--- config.mk ---
export PLATFORM = sky130hd
export DESIGN_NAME = dual_chan_regblock
export DESIGN_NICKNAME = d
export VERILOG_FILES = /design/src/rtl/dcr_pkg.sv /design/src/rtl/dcr_decode.sv /design/src/rtl/dcr_chan.sv /design/src/rtl/dual_chan_regblock.sv
export SDC_FILE = /design/constraint.sdc
export NUM_CORES = 1
export LEC_CHECK = 0
export ABC_CLOCK_PERIOD_IN_PS = 2000
export BUFFER_PORTS_ARGS = -buffer_cell sky130_fd_sc_hd__buf_2
export CAP_MARGIN = 25
export CORE_MARGIN = 3
export CORE_UTILIZATION = 32
export CTS_CLUSTER_DIAMETER = 150
export DETAILED_ROUTE_END_ITERATION = 10
export HOLD_SLACK_MARGIN = 0.06
export PLACE_DENSITY_LB_ADDON = 0.1
export SETUP_SLACK_MARGIN = 0.5
export SLEW_MARGIN = 20
export SYNTH_ARGS = -nofsm -noshare
export SYNTH_HDL_FRONTEND = slang
export SYNTH_SLANG_ARGS = --single-unit
export TNS_END_PERCENT = 1
--- constraint.sdc ---
create_clock -name clk -period 2 [get_ports clk]
set_input_delay 0.2 -clock clk [delete_from_list [all_inputs] [get_ports clk]]
set_output_delay 0.2 -clock clk [all_outputs]
set_load 0.01 [all_outputs]
--- src/rtl/dcr_pkg.sv ---
package dcr_pkg;

   // per-channel address hits produced by the decoder
   typedef struct packed {
      logic cmd_rd;
      logic cmd_wr;
      logic sw_rd;
      logic sw_wr;
      logic st_rd;
      logic st_wr;
      logic dma_addr;
      logic tf_data;
      logic tf_ctl;
      logic conf;
      logic sctl;
      logic sstat;
      logic sien;
   } chan_hit_t;

   localparam logic [7:0] ST_W1C_MASK = 8'h06;
   localparam int         ST_INT_BIT  = 2;

   localparam logic [1:0] SEL_TF_DATA = 2'd0;
   localparam logic [1:0] SEL_TF_CTL  = 2'd1;
   localparam logic [1:0] SEL_DMA_ADR = 2'd2;

endpackage

--- src/rtl/dcr_decode.sv ---
module dcr_decode
   import dcr_pkg::*;
#(
   parameter int ADDR_W = 9,
   parameter int NUM_CH = 2
) (
   input  logic [ADDR_W-1:0] addr,
   output chan_hit_t         hit [NUM_CH],
   output logic              sum_all,
   output logic              sum_one
);

   generate
      if (ADDR_W < 9) begin : g_bad_addr
         $error("dcr_decode: ADDR_W must cover a 512-byte window");
      end
   endgenerate

   assign sum_all = (addr == ADDR_W'(16));
   assign sum_one = (addr == ADDR_W'(24));

   generate
      for (genvar c = 0; c < NUM_CH; c++) begin : g_ch
         localparam int DMA_B   = c * 8;
         localparam int ALIAS_B = 16 + c * 8;
         localparam int TF_B    = 128 + c * 64;
         localparam int LINK_B  = 256 + c * 128;
         chan_hit_t h;
         assign h.cmd_rd   = (addr == ADDR_W'(DMA_B));
         assign h.cmd_wr   = (addr == ADDR_W'(DMA_B)) || (addr == ADDR_W'(ALIAS_B));
         assign h.sw_rd    = (addr == ADDR_W'(DMA_B + 1));
         assign h.sw_wr    = (addr == ADDR_W'(DMA_B + 1)) || (addr == ADDR_W'(ALIAS_B + 1));
         assign h.st_rd    = (addr == ADDR_W'(DMA_B + 2));
         assign h.st_wr    = (addr == ADDR_W'(DMA_B + 2)) || (addr == ADDR_W'(ALIAS_B + 2));
         assign h.dma_addr = ((addr >> 2) == ADDR_W'((DMA_B + 4) >> 2));
         assign h.tf_data  = ((addr >> 3) == ADDR_W'(TF_B >> 3));
         assign h.tf_ctl   = (addr == ADDR_W'(TF_B + 10));
         assign h.conf     = (addr == ADDR_W'(TF_B + 32));
         assign h.sctl     = (addr == ADDR_W'(LINK_B));
         assign h.sstat    = (addr == ADDR_W'(LINK_B + 4));
         assign h.sien     = (addr == ADDR_W'(LINK_B + 72));
         assign hit[c] = h;
      end
   endgenerate

endmodule

--- src/rtl/dcr_chan.sv ---
module dcr_chan
   import dcr_pkg::*;
#(
   parameter int          SW_W      = 6,
   parameter int          SCTL_W    = 12,
   parameter logic [15:0] SIEN_MASK = 16'h3EED
) (
   input  logic              clk,
   input  logic              rst_n,
   input  logic              we_cmd,
   input  logic              we_sw,
   input  logic              we_st,
   input  logic              we_sctl,
   input  logic              we_sien,
   input  logic [31:0]       wdata,
   input  logic              irq_in,
   input  logic              int_set,
   output logic [7:0]        cmd,
   output logic [SW_W-1:0]   sw,
   output logic [7:0]        st,
   output logic              irq_flag,
   output logic [SCTL_W-1:0] sctl,
   output logic [15:0]       sien,
   output logic              rst_pulse
);

   generate
      if (SW_W > 8 || SCTL_W > 16) begin : g_bad_width
         $error("dcr_chan: field widths exceed their words");
      end
   endgenerate

   logic [7:0] st_nxt;
   logic       unused_wdata;
   assign unused_wdata = ^wdata;

   always_comb begin
      st_nxt = st;
      if (we_st)
         st_nxt = (wdata[7:0] & ~ST_W1C_MASK) | (st & ST_W1C_MASK & ~wdata[7:0]);
      if (int_set)
         st_nxt[ST_INT_BIT] = 1'b1;
   end

   always_ff @(posedge clk) begin
      if (!rst_n) begin
         cmd       <= '0;
         sw        <= '0;
         st        <= '0;
         irq_flag  <= 1'b0;
         sctl      <= '0;
         sien      <= '0;
         rst_pulse <= 1'b0;
      end else begin
         irq_flag  <= irq_in;
         st        <= st_nxt;
         rst_pulse <= we_sctl && wdata[0];
         if (we_cmd)  cmd  <= wdata[7:0];
         if (we_sw)   sw   <= wdata[SW_W-1:0];
         if (we_sctl) sctl <= wdata[SCTL_W-1:0];
         if (we_sien) sien <= wdata[31:16] & SIEN_MASK;
      end
   end

   // flag mirrors the level one edge late
   assert_irq_track_R8: assert property (@(posedge clk) disable iff (!rst_n)
      $past(rst_n) |-> (irq_flag == $past(irq_in)));

   // a pulse only follows a control write that also stored bit 0
   assert_rst_pulse_R9: assert property (@(posedge clk) disable iff (!rst_n)
      rst_pulse |-> sctl[0]);

   // control word holds when not written
   assert_sctl_hold_R9: assert property (@(posedge clk) disable iff (!rst_n)
      ($past(rst_n) && !$past(we_sctl)) |-> $stable(sctl));

   // a clear without a concurrent set leaves bit 2 low
   assert_w1c_R5: assert property (@(posedge clk) disable iff (!rst_n)
      ($past(rst_n) && $past(we_st && wdata[ST_INT_BIT] && !int_set)) |-> !st[ST_INT_BIT]);

endmodule

--- src/rtl/dual_chan_regblock.sv ---
module dual_chan_regblock
   import dcr_pkg::*;
#(
   parameter int          ADDR_W    = 9,
   parameter int          DATA_W    = 32,
   parameter int          NUM_CH    = 2,
   parameter int          SW_W      = 6,
   parameter int          SCTL_W    = 12,
   parameter logic [15:0] CONF_ID   = 16'h6515,
   parameter logic [15:0] SIEN_MASK = 16'h3EED,
   parameter logic [11:0] LINK_UP   = 12'h113,
   localparam int         CH_W      = (NUM_CH > 1) ? $clog2(NUM_CH) : 1
) (
   input  logic              clk,
   input  logic              rst_n,
   input  logic              bus_valid,
   input  logic              bus_write,
   input  logic [ADDR_W-1:0] bus_addr,
   input  logic [DATA_W-1:0] bus_wdata,
   output logic [DATA_W-1:0] bus_rdata,
   input  logic [NUM_CH-1:0] chan_irq,
   input  logic [NUM_CH-1:0] dev_present,
   input  logic [NUM_CH-1:0] dma_int_set,
   output logic              host_irq,
   output logic [NUM_CH-1:0] chan_rst,
   output logic              ext_req,
   output logic              ext_we,
   output logic [CH_W-1:0]   ext_chan,
   output logic [1:0]        ext_sel,
   output logic [2:0]        ext_off,
   output logic [DATA_W-1:0] ext_wdata,
   input  logic [DATA_W-1:0] ext_rdata
);

   generate
      if (DATA_W != 32) begin : g_bad_data
         $error("dual_chan_regblock: DATA_W must be 32");
      end
      if (NUM_CH != 2) begin : g_bad_ch
         $error("dual_chan_regblock: the summary map needs exactly two channels");
      end
   endgenerate

   chan_hit_t         hit [NUM_CH];
   logic              sum_all, sum_one;
   logic              wr;
   logic [7:0]        cmd_v  [NUM_CH];
   logic [SW_W-1:0]   sw_v   [NUM_CH];
   logic [7:0]        st_v   [NUM_CH];
   logic [SCTL_W-1:0] sctl_v [NUM_CH];
   logic [15:0]       sien_v [NUM_CH];
   logic [NUM_CH-1:0] irq_v;

   assign wr = bus_valid && bus_write;

   dcr_decode #(.ADDR_W(ADDR_W), .NUM_CH(NUM_CH)) u_dec (
      .addr    (bus_addr),
      .hit     (hit),
      .sum_all (sum_all),
      .sum_one (sum_one)
   );

   generate
      for (genvar c = 0; c < NUM_CH; c++) begin : g_ch
         dcr_chan #(.SW_W(SW_W), .SCTL_W(SCTL_W), .SIEN_MASK(SIEN_MASK)) u_chan (
            .clk       (clk),
            .rst_n     (rst_n),
            .we_cmd    (wr && hit[c].cmd_wr),
            .we_sw     (wr && hit[c].sw_wr),
            .we_st     (wr && hit[c].st_wr),
            .we_sctl   (wr && hit[c].sctl),
            .we_sien   (wr && hit[c].sien),
            .wdata     (bus_wdata),
            .irq_in    (chan_irq[c]),
            .int_set   (dma_int_set[c]),
            .cmd       (cmd_v[c]),
            .sw        (sw_v[c]),
            .st        (st_v[c]),
            .irq_flag  (irq_v[c]),
            .sctl      (sctl_v[c]),
            .sien      (sien_v[c]),
            .rst_pulse (chan_rst[c])
         );
      end
   endgenerate

   assign host_irq = |irq_v;

   // forwarding of task-file and DMA address windows
   always_comb begin
      ext_req  = 1'b0;
      ext_chan = '0;
      ext_sel  = SEL_TF_DATA;
      ext_off  = '0;
      for (int c = 0; c < NUM_CH; c++) begin
         if (hit[c].tf_data || hit[c].tf_ctl || hit[c].dma_addr) begin
            ext_req  = bus_valid;
            ext_chan = CH_W'(c);
            if (hit[c].dma_addr) begin
               ext_sel = SEL_DMA_ADR;
               ext_off = {1'b0, bus_addr[1:0]};
            end else if (hit[c].tf_ctl) begin
               ext_sel = SEL_TF_CTL;
               ext_off = 3'd2;
            end else begin
               ext_sel = SEL_TF_DATA;
               ext_off = bus_addr[2:0];
            end
         end
      end
   end
   assign ext_we    = bus_write;
   assign ext_wdata = bus_wdata;

   // read multiplexer
   always_comb begin
      bus_rdata = '0;
      for (int c = 0; c < NUM_CH; c++) begin
         if (hit[c].cmd_rd) bus_rdata = {24'b0, cmd_v[c]};
         if (hit[c].sw_rd)  bus_rdata = {{(DATA_W-SW_W){1'b0}}, sw_v[c]};
         if (hit[c].st_rd)  bus_rdata = {24'b0, st_v[c]};
         if (hit[c].dma_addr || hit[c].tf_data || hit[c].tf_ctl) bus_rdata = ext_rdata;
         if (hit[c].conf)   bus_rdata = {CONF_ID, 4'b0, irq_v[c], 11'b0};
         if (hit[c].sctl)   bus_rdata = {{(DATA_W-SCTL_W){1'b0}}, sctl_v[c]};
         if (hit[c].sstat)  bus_rdata = dev_present[c] ? {20'b0, LINK_UP} : '0;
         if (hit[c].sien)   bus_rdata = {sien_v[c], 16'b0};
      end
      if (sum_all) begin
         bus_rdata        = {st_v[1], st_v[0], 8'b0, cmd_v[0]};
         bus_rdata[4]     = cmd_v[0][4] | irq_v[0];
         bus_rdata[6]     = cmd_v[0][6] | irq_v[1];
         bus_rdata[14]    = st_v[1][ST_INT_BIT];
      end
      if (sum_one) begin
         bus_rdata        = {8'b0, st_v[1], 8'b0, cmd_v[1]};
         bus_rdata[4]     = cmd_v[1][4] | irq_v[1];
      end
   end

   // host line follows the inputs one edge late
   assert_irq_out_R8: assert property (@(posedge clk) disable iff (!rst_n)
      $past(rst_n) |-> (host_irq == (|$past(chan_irq))));

endmodule

# Word-level counts from Yosys, hierarchy flattened
# Cells that the tools add are included.
[word_totals]
ff_bits = 94
input_bits = 83
output_inout_bits = 75
wordCells = 119
[op_classes]
mux = 39
n_reduce_logical = 31
bitwise = 8
eq_ne = 25
[op_table]
columns = ["operator", "n"]
rows = [
  ["two-way mux 32 bit", 17],
  ["equality test 9 x 5 -> 1 bit (second input constant)", 6],
  ["equality test 9 bit (second input constant)", 6],
  ["equality test 9 x 8 -> 1 bit (second input constant)", 4],
  ["equality test 9 x 4 -> 1 bit (second input constant)", 3],
  ["two-way mux 3 bit", 8],
  ["two-way mux 9 bit", 2],
  ["bitwise AND 3 x 8 -> 8 bit", 2],
  ["OR 8 bit", 2],
  ["logical OR 1 bit", 14],
  ["logical AND 1 bit", 13],
  ["equality test 6 x 5 -> 1 bit (second input constant)", 2],
  ["equality test 9 x 1 -> 1 bit (second input constant)", 1],
  ["equality test 9 x 2 -> 1 bit (second input constant)", 1],
  ["logical NOT 9 bit", 1],
  ["two-way mux 2 bit", 4],
  ["two-way mux 8 bit", 1],
  ["inverter 8 bit", 1],
  ["equality test 7 x 1 -> 1 bit (second input constant)", 1],
  ["equality test 7 x 2 -> 1 bit (second input constant)", 1],
  ["two-way mux 1 bit", 7],
  ["nonzero test 2 bit", 2],
  ["OR 1 bit", 3],
  ["OR reduction 2 bit", 1],
]

# Longest topological paths before layout
[depth]
word_depth = 19
depth_mapped = 8

# Cells and area by module
# From an unflattened synthesis, not the netlist that was laid out.
[unflattened]
hier_cells = 738
area_unflattened_um2 = 6173.4
[by_module_without_submodules]
columns = ["module", "area_per_inst_um2", "cells_each", "n_inst"]
rows = [
  ["dcr_chan", 1805.5, 157, 2],
  ["dual_chan_regblock", 2224.6, 369, 1],
  ["dcr_decode", 337.8, 55, 1],
]

# Worst setup path before layout
# Ideal clock, no wire load.
[synth_timing]
kind = "input port to output port"
startpoint = "in bus_addr[2]"
endpoint = "out bus_rdata[0]"
stages = 6
t_required_ns = 1.800
arrival_time_ns = 1.917
setup_slack_ns = -0.117
path_buffers = 1
path_cell_list = "buf_2 or3b_2 a2111oi_2 a22oi_1 o311a_1 o211ai_1"
[synth_via]
elab_chain_len = 19
word_cells_on_any_way = 42
[synth_lines]
columns = ["element", "line", "text"]
rows = [
  ["start, declared", "dual_chan_regblock.sv:18", "input logic [ADDR_W-1:0] bus_addr,"],
  ["logical NOT 9 bit", "dcr_decode.sv:29", "assign h.cmd_rd = (addr == ADDR_W'(DMA_B));"],
  ["two-way mux 8 bit", "dual_chan_regblock.sv:119", "if (hit[c].cmd_rd) bus_rdata = {24'b0, cmd_v[c]};"],
  ["two-way mux 32 bit", "dual_chan_regblock.sv:120", "if (hit[c].sw_rd) bus_rdata = {{(DATA_W-SW_W){1'b0}}, sw_v[c]};"],
  ["two-way mux 32 bit", "dual_chan_regblock.sv:121", "if (hit[c].st_rd) bus_rdata = {24'b0, st_v[c]};"],
  ["two-way mux 32 bit", "dual_chan_regblock.sv:122", "if (hit[c].dma_addr || hit[c].tf_data || hit[c].tf_ctl) bus_rdata = ext_rdata;"],
  ["two-way mux 32 bit", "dual_chan_regblock.sv:123", "if (hit[c].conf) bus_rdata = {CONF_ID, 4'b0, irq_v[c], 11'b0};"],
  ["two-way mux 32 bit", "dual_chan_regblock.sv:124", "if (hit[c].sctl) bus_rdata = {{(DATA_W-SCTL_W){1'b0}}, sctl_v[c]};"],
  ["two-way mux 32 bit", "dual_chan_regblock.sv:125", "if (hit[c].sstat) bus_rdata = dev_present[c] ? {20'b0, LINK_UP} : '0;"],
  ["[3 not listed]", "--", ""],
  ["two-way mux 32 bit", "dual_chan_regblock.sv:121", ""],
  ["two-way mux 32 bit", "dual_chan_regblock.sv:122", ""],
  ["two-way mux 32 bit", "dual_chan_regblock.sv:123", ""],
  ["two-way mux 32 bit", "dual_chan_regblock.sv:124", ""],
  ["two-way mux 32 bit", "dual_chan_regblock.sv:125", ""],
  ["two-way mux 32 bit", "dual_chan_regblock.sv:126", "if (hit[c].sien) bus_rdata = {sien_v[c], 16'b0};"],
  ["two-way mux 32 bit", "dual_chan_regblock.sv:128", "if (sum_all) begin"],
  ["two-way mux 32 bit (*)", "dual_chan_regblock.sv:134", "if (sum_one) begin"],
  ["end, declared", "dual_chan_regblock.sv:20", "output logic [DATA_W-1:0] bus_rdata,"],
]
# Every way passes the cells marked *; elsewhere a longest branch is shown, timed or not.

# Worst setup path after layout
[layout_timing]
startpoint = "in bus_addr[7]"
endpoint = "out bus_rdata[4]"
# Same word-level chain as after synthesis.

==> flow_metrics.py <==
metrics = {
    "status": {
        "status": "finished with violations",
        "violations": "negative setup slack",
    },
    "clock_network": {
        "cts_tree": "yes",
        "clockBufferDepth": 2,
        "cts_buffers": 9,
        "clk_pin_slew_ns": 0.06,
        "htreeDepth": 3,
        "clk_latency_ns": 0.34,
        "clock-sinks": 94,
        "cts_root_buffer": "clkbuf_16",
    },
    "sta": {
        "max_freq_mhz": 458,
        "finalCritPeriodShare": 1.09,
        "fin_skew_ns": 0,
        "rsz0062_at_grt": "true",
        "hold_viol": 0,
        "relSlewSlack": 0.758,
        "fin_crit_ns": 2.18,
        "maxSlewViolCount": 0,
        "tightestPinTransition_ns": 0.360,
        "setup_viol": 19,
        "final.setup.worst_slack_ns": -0.183,
    },
    "die": {
        "die-height_microns": 139,
        "die_x_microns": 139,
        "start_util": 0.328,
        "std_cell_rows": 48,
        "core_area_sq_um": 17400,
        "die_area_sq_um": 19400,
        "boundaryPins": 158,
    },
    "power": {
        "ir_drop_v": 0.000356,
        "power_mw": 4.03,
        "p_leak_nw": 3.23,
        "p_per_area_nw_per_um2": 519,
    },
    "layout": {
        "n_fill_cell": 1770,
        "nets": 964,
        "n_antenna_cell": 0,
        "utilization": 0.447,
        "finalNonFillerCells": 1109,
        "design_area_sq_um": 7760,
        "drive_above_1_share": 0.385,
        "syn_to_final_growth_pct": 36.1,
    },
    "route": {
        "vias": 5994,
        "wire_per_inst_microns": 20.1,
        "wl_microns": 22200,
        "vias_per_cell": 5.40,
        "dr.first_iter.drc_count": 464,
        "antenna_left": 0,
        "drc_errors": 0,
        "first_pass_iters": 6,
    },
    "worst_setup_path": {
        "cpPeakStageDelay_ns": 0.57,
        "crit_arrival_ns": 1.98,
        "crit_chain": "buf_8, or4_4, buf_6, nor3_4, a22oi_1, and4_1, o211ai_1, buf_2",
        "critical_path_class": "primary input to primary output",
        "cp_slowest_cell": "or4_4",
        "start_kind": "primary input",
        "cp_data_required_time_ns": 1.80,
        "cp-end-kind": "primary output",
        "critPathMaxFanout": 4,
    },
    "placed_design": {
        "place_area_sq_um": 7070,
        "dp_cells": 1090,
        "portBuffers": 139,
        "dp_hpwl_microns": 16900,
        "place.gp.congestion": 0.919,
    },
    "grt": {
        "gr-total-overflow": 0,
        "grt_pass1_wl_microns": 33700,
        "grt_pass1_vias": 5806,
        "grt_max_degree": 94,
        "antenna_found_initial": 0,
        "grt_usage": 0.221,
    },
    "synth": {
        "ys_async_sr_fraction": 0,
        "synth_fp_nets": 792,
        "yosysWarnings": 0,
        "synth_cell_types": 64,
        "synth-main-ff-cell": "dfxtp_1",
        "ys_seq_area_frac": 0.330,
        "netlist_area_sq_um": 5700,
        "syn_avg_cell_area_sq_um": 8.04,
        "ys_ff_latch": 94,
        "synth-edff-count": 0,
        "synth_cells": 709,
    },
    "run": {
        "cap_violations": 0,
    },
    "min_path": {
        "hold_path.class": "primary input to flop",
    },
}
-- kinds of logic (layout without fill, tap and decap cells) --
group,after synthesis,count (layout),synth area share
AOI/OAI and AO/OA,185,185,0.245
muxes,29,29,0.0514
buffers and inverters,95,270,0.0935
and+or+nand+nor,306,306,0.279
DFF,94,94,0.330
-- worst max-delay path: cells and delay by family --
family	cells	cell delay, ns
compound gates	2	0.38
buf+inv	3	0.42
simple gates	3	0.98
-- sequential cells by signal (all words and copies together) (netlist names) --
| register | cells |
|---|---|
| g_ch.u_chan.cmd | 16 |
| g_ch.u_chan.irq_flag | 2 |
| g_ch.u_chan.rst_pulse | 2 |
| g_ch.u_chan.sctl | 24 |
| g_ch.u_chan.sien | 22 |
| g_ch.u_chan.st | 16 |
| g_ch.u_chan.sw | 12 |
-- per-layer routing --
metal | global-route usage | wire, microns | up-vias
met2 | 0.353 | 10500 | 210
met5 | 0 | 0 | -
met1 | 0.313 | 10100 | 2914
li1 | - | - | 2837
met4 | 0.0654 | 445 | 0
met3 | 0.0282 | 1200 | 33
-- Yosys cell counts (3+ instances only) --
master,n,area (sq um)
nand2_1,143,537
dfxtp_1,94,1880
a21boi_0,52,390
clkbuf_1,38,143
buf_4,36,270
nor2b_1,31,194
nand3_1,30,150
mux2i_1,27,270
nor2_1,27,101
a21oi_1,20,100
o21ai_0,13,65.1
a211oi_1,10,75.1
a21boi_2,10,113
a22oi_1,10,75.1
and2_1,10,62.6
a221o_1,9,90.1
buf_2,9,45.0
a21o_1,8,60.1
a222oi_1,7,70.1
a22o_1,7,61.3
nor3_1,7,35.0
nor3b_1,7,52.6
o21a_1,7,52.6
a31oi_1,6,37.5
o211ai_1,6,45.0
a221oi_1,5,43.8
and3_1,5,31.3
buf_1,4,15.0
buf_6,4,45.0
inv_1,4,15.0
nand2_2,4,25.0
nor4_1,4,25.0
nor4b_1,4,35.0
o22ai_1,4,25.0
a21boi_1,3,22.5
and4_1,3,26.3
nand4_1,3,18.8
nor4_4,3,63.8
or2_2,3,18.8
or3_1,3,18.8
-- through the flow --
stage / TNS [ns] / hold slack [ns] / setup WS, ns
floorplan: -0.330 / 0.322 / -0.0699
global placement: -13.24 / 0.400 / -0.251
detailed placement: -15.69 / 0.400 / -0.280
CTS: -1.99 / 0.0690 / -0.164
global route: -3.15 / 0.0795 / -0.273
finish: -1.42 / 0.0799 / -0.183
-- path summary, 6_finish.rpt --
kind,start,end,slack [ns],depth (start not counted)
max reg2reg,g_ch[0].u_chan.st[2],g_ch[0].u_chan.st[2],1.12,2
max,bus_addr[7],bus_rdata[4],-0.18,8
min,dma_int_set[1],g_ch[1].u_chan.st[2],0.08,2
min reg2reg,g_ch[0].u_chan.sien[0],g_ch[0].u_chan.sien[0],0.45,2
-- layout by cell type, fill, tap and decap left out, drive strengths merged, types with 3 or more instances in the layout --
cell	count
buf	249
nand2	147
dfxtp	94
a21boi	65
nor2b	31
nand3	31
nor2	28
mux2i	27
a21oi	20
o21ai	14
clkbuf	12
a211oi	10
a22oi	10
and2	10
a221o	9
nor3	9
nor4	9
a21o	8
a222oi	7
a22o	7
o21a	7
nor3b	7
a31oi	6
o211ai	6
and3	5
a221oi	5
inv	4
nor4b	4
o22ai	4
or2	3
nand4	3
or4	3
dlygate4sd3	3
and4	3
or3	3
-- power by group --
group | switching (mW) | internal, mW
combinational | 0.309 | 0.260
sequential | 0.0106 | 1.88
clock | 0.712 | 0.860
-- final cells by class --
cell class,count,area [sq um],share of cell area
Clock buffer,12,246,0.0318
Tap cell,225,282,0.0363
Sequential cell,94,1880,0.243
Inverter,4,15.0,0.00194
Timing Repair Buffer,252,1800,0.232
Multi-Input combinational cell,520,3520,0.454
Clock inverter,2,10.0,0.00129
-- what timing repair did --
item | in CTS | in global routing
gates resized for setup | 45 | 73
hold endpoints to repair | 3 | 0
hold buffers | 3 | 0
endpoints found under the setup margin | 131 | 131
pin swaps | 30 | 29
setup buffers | 2 | 0
Note: power is estimated with default switching activity, not from simulation.
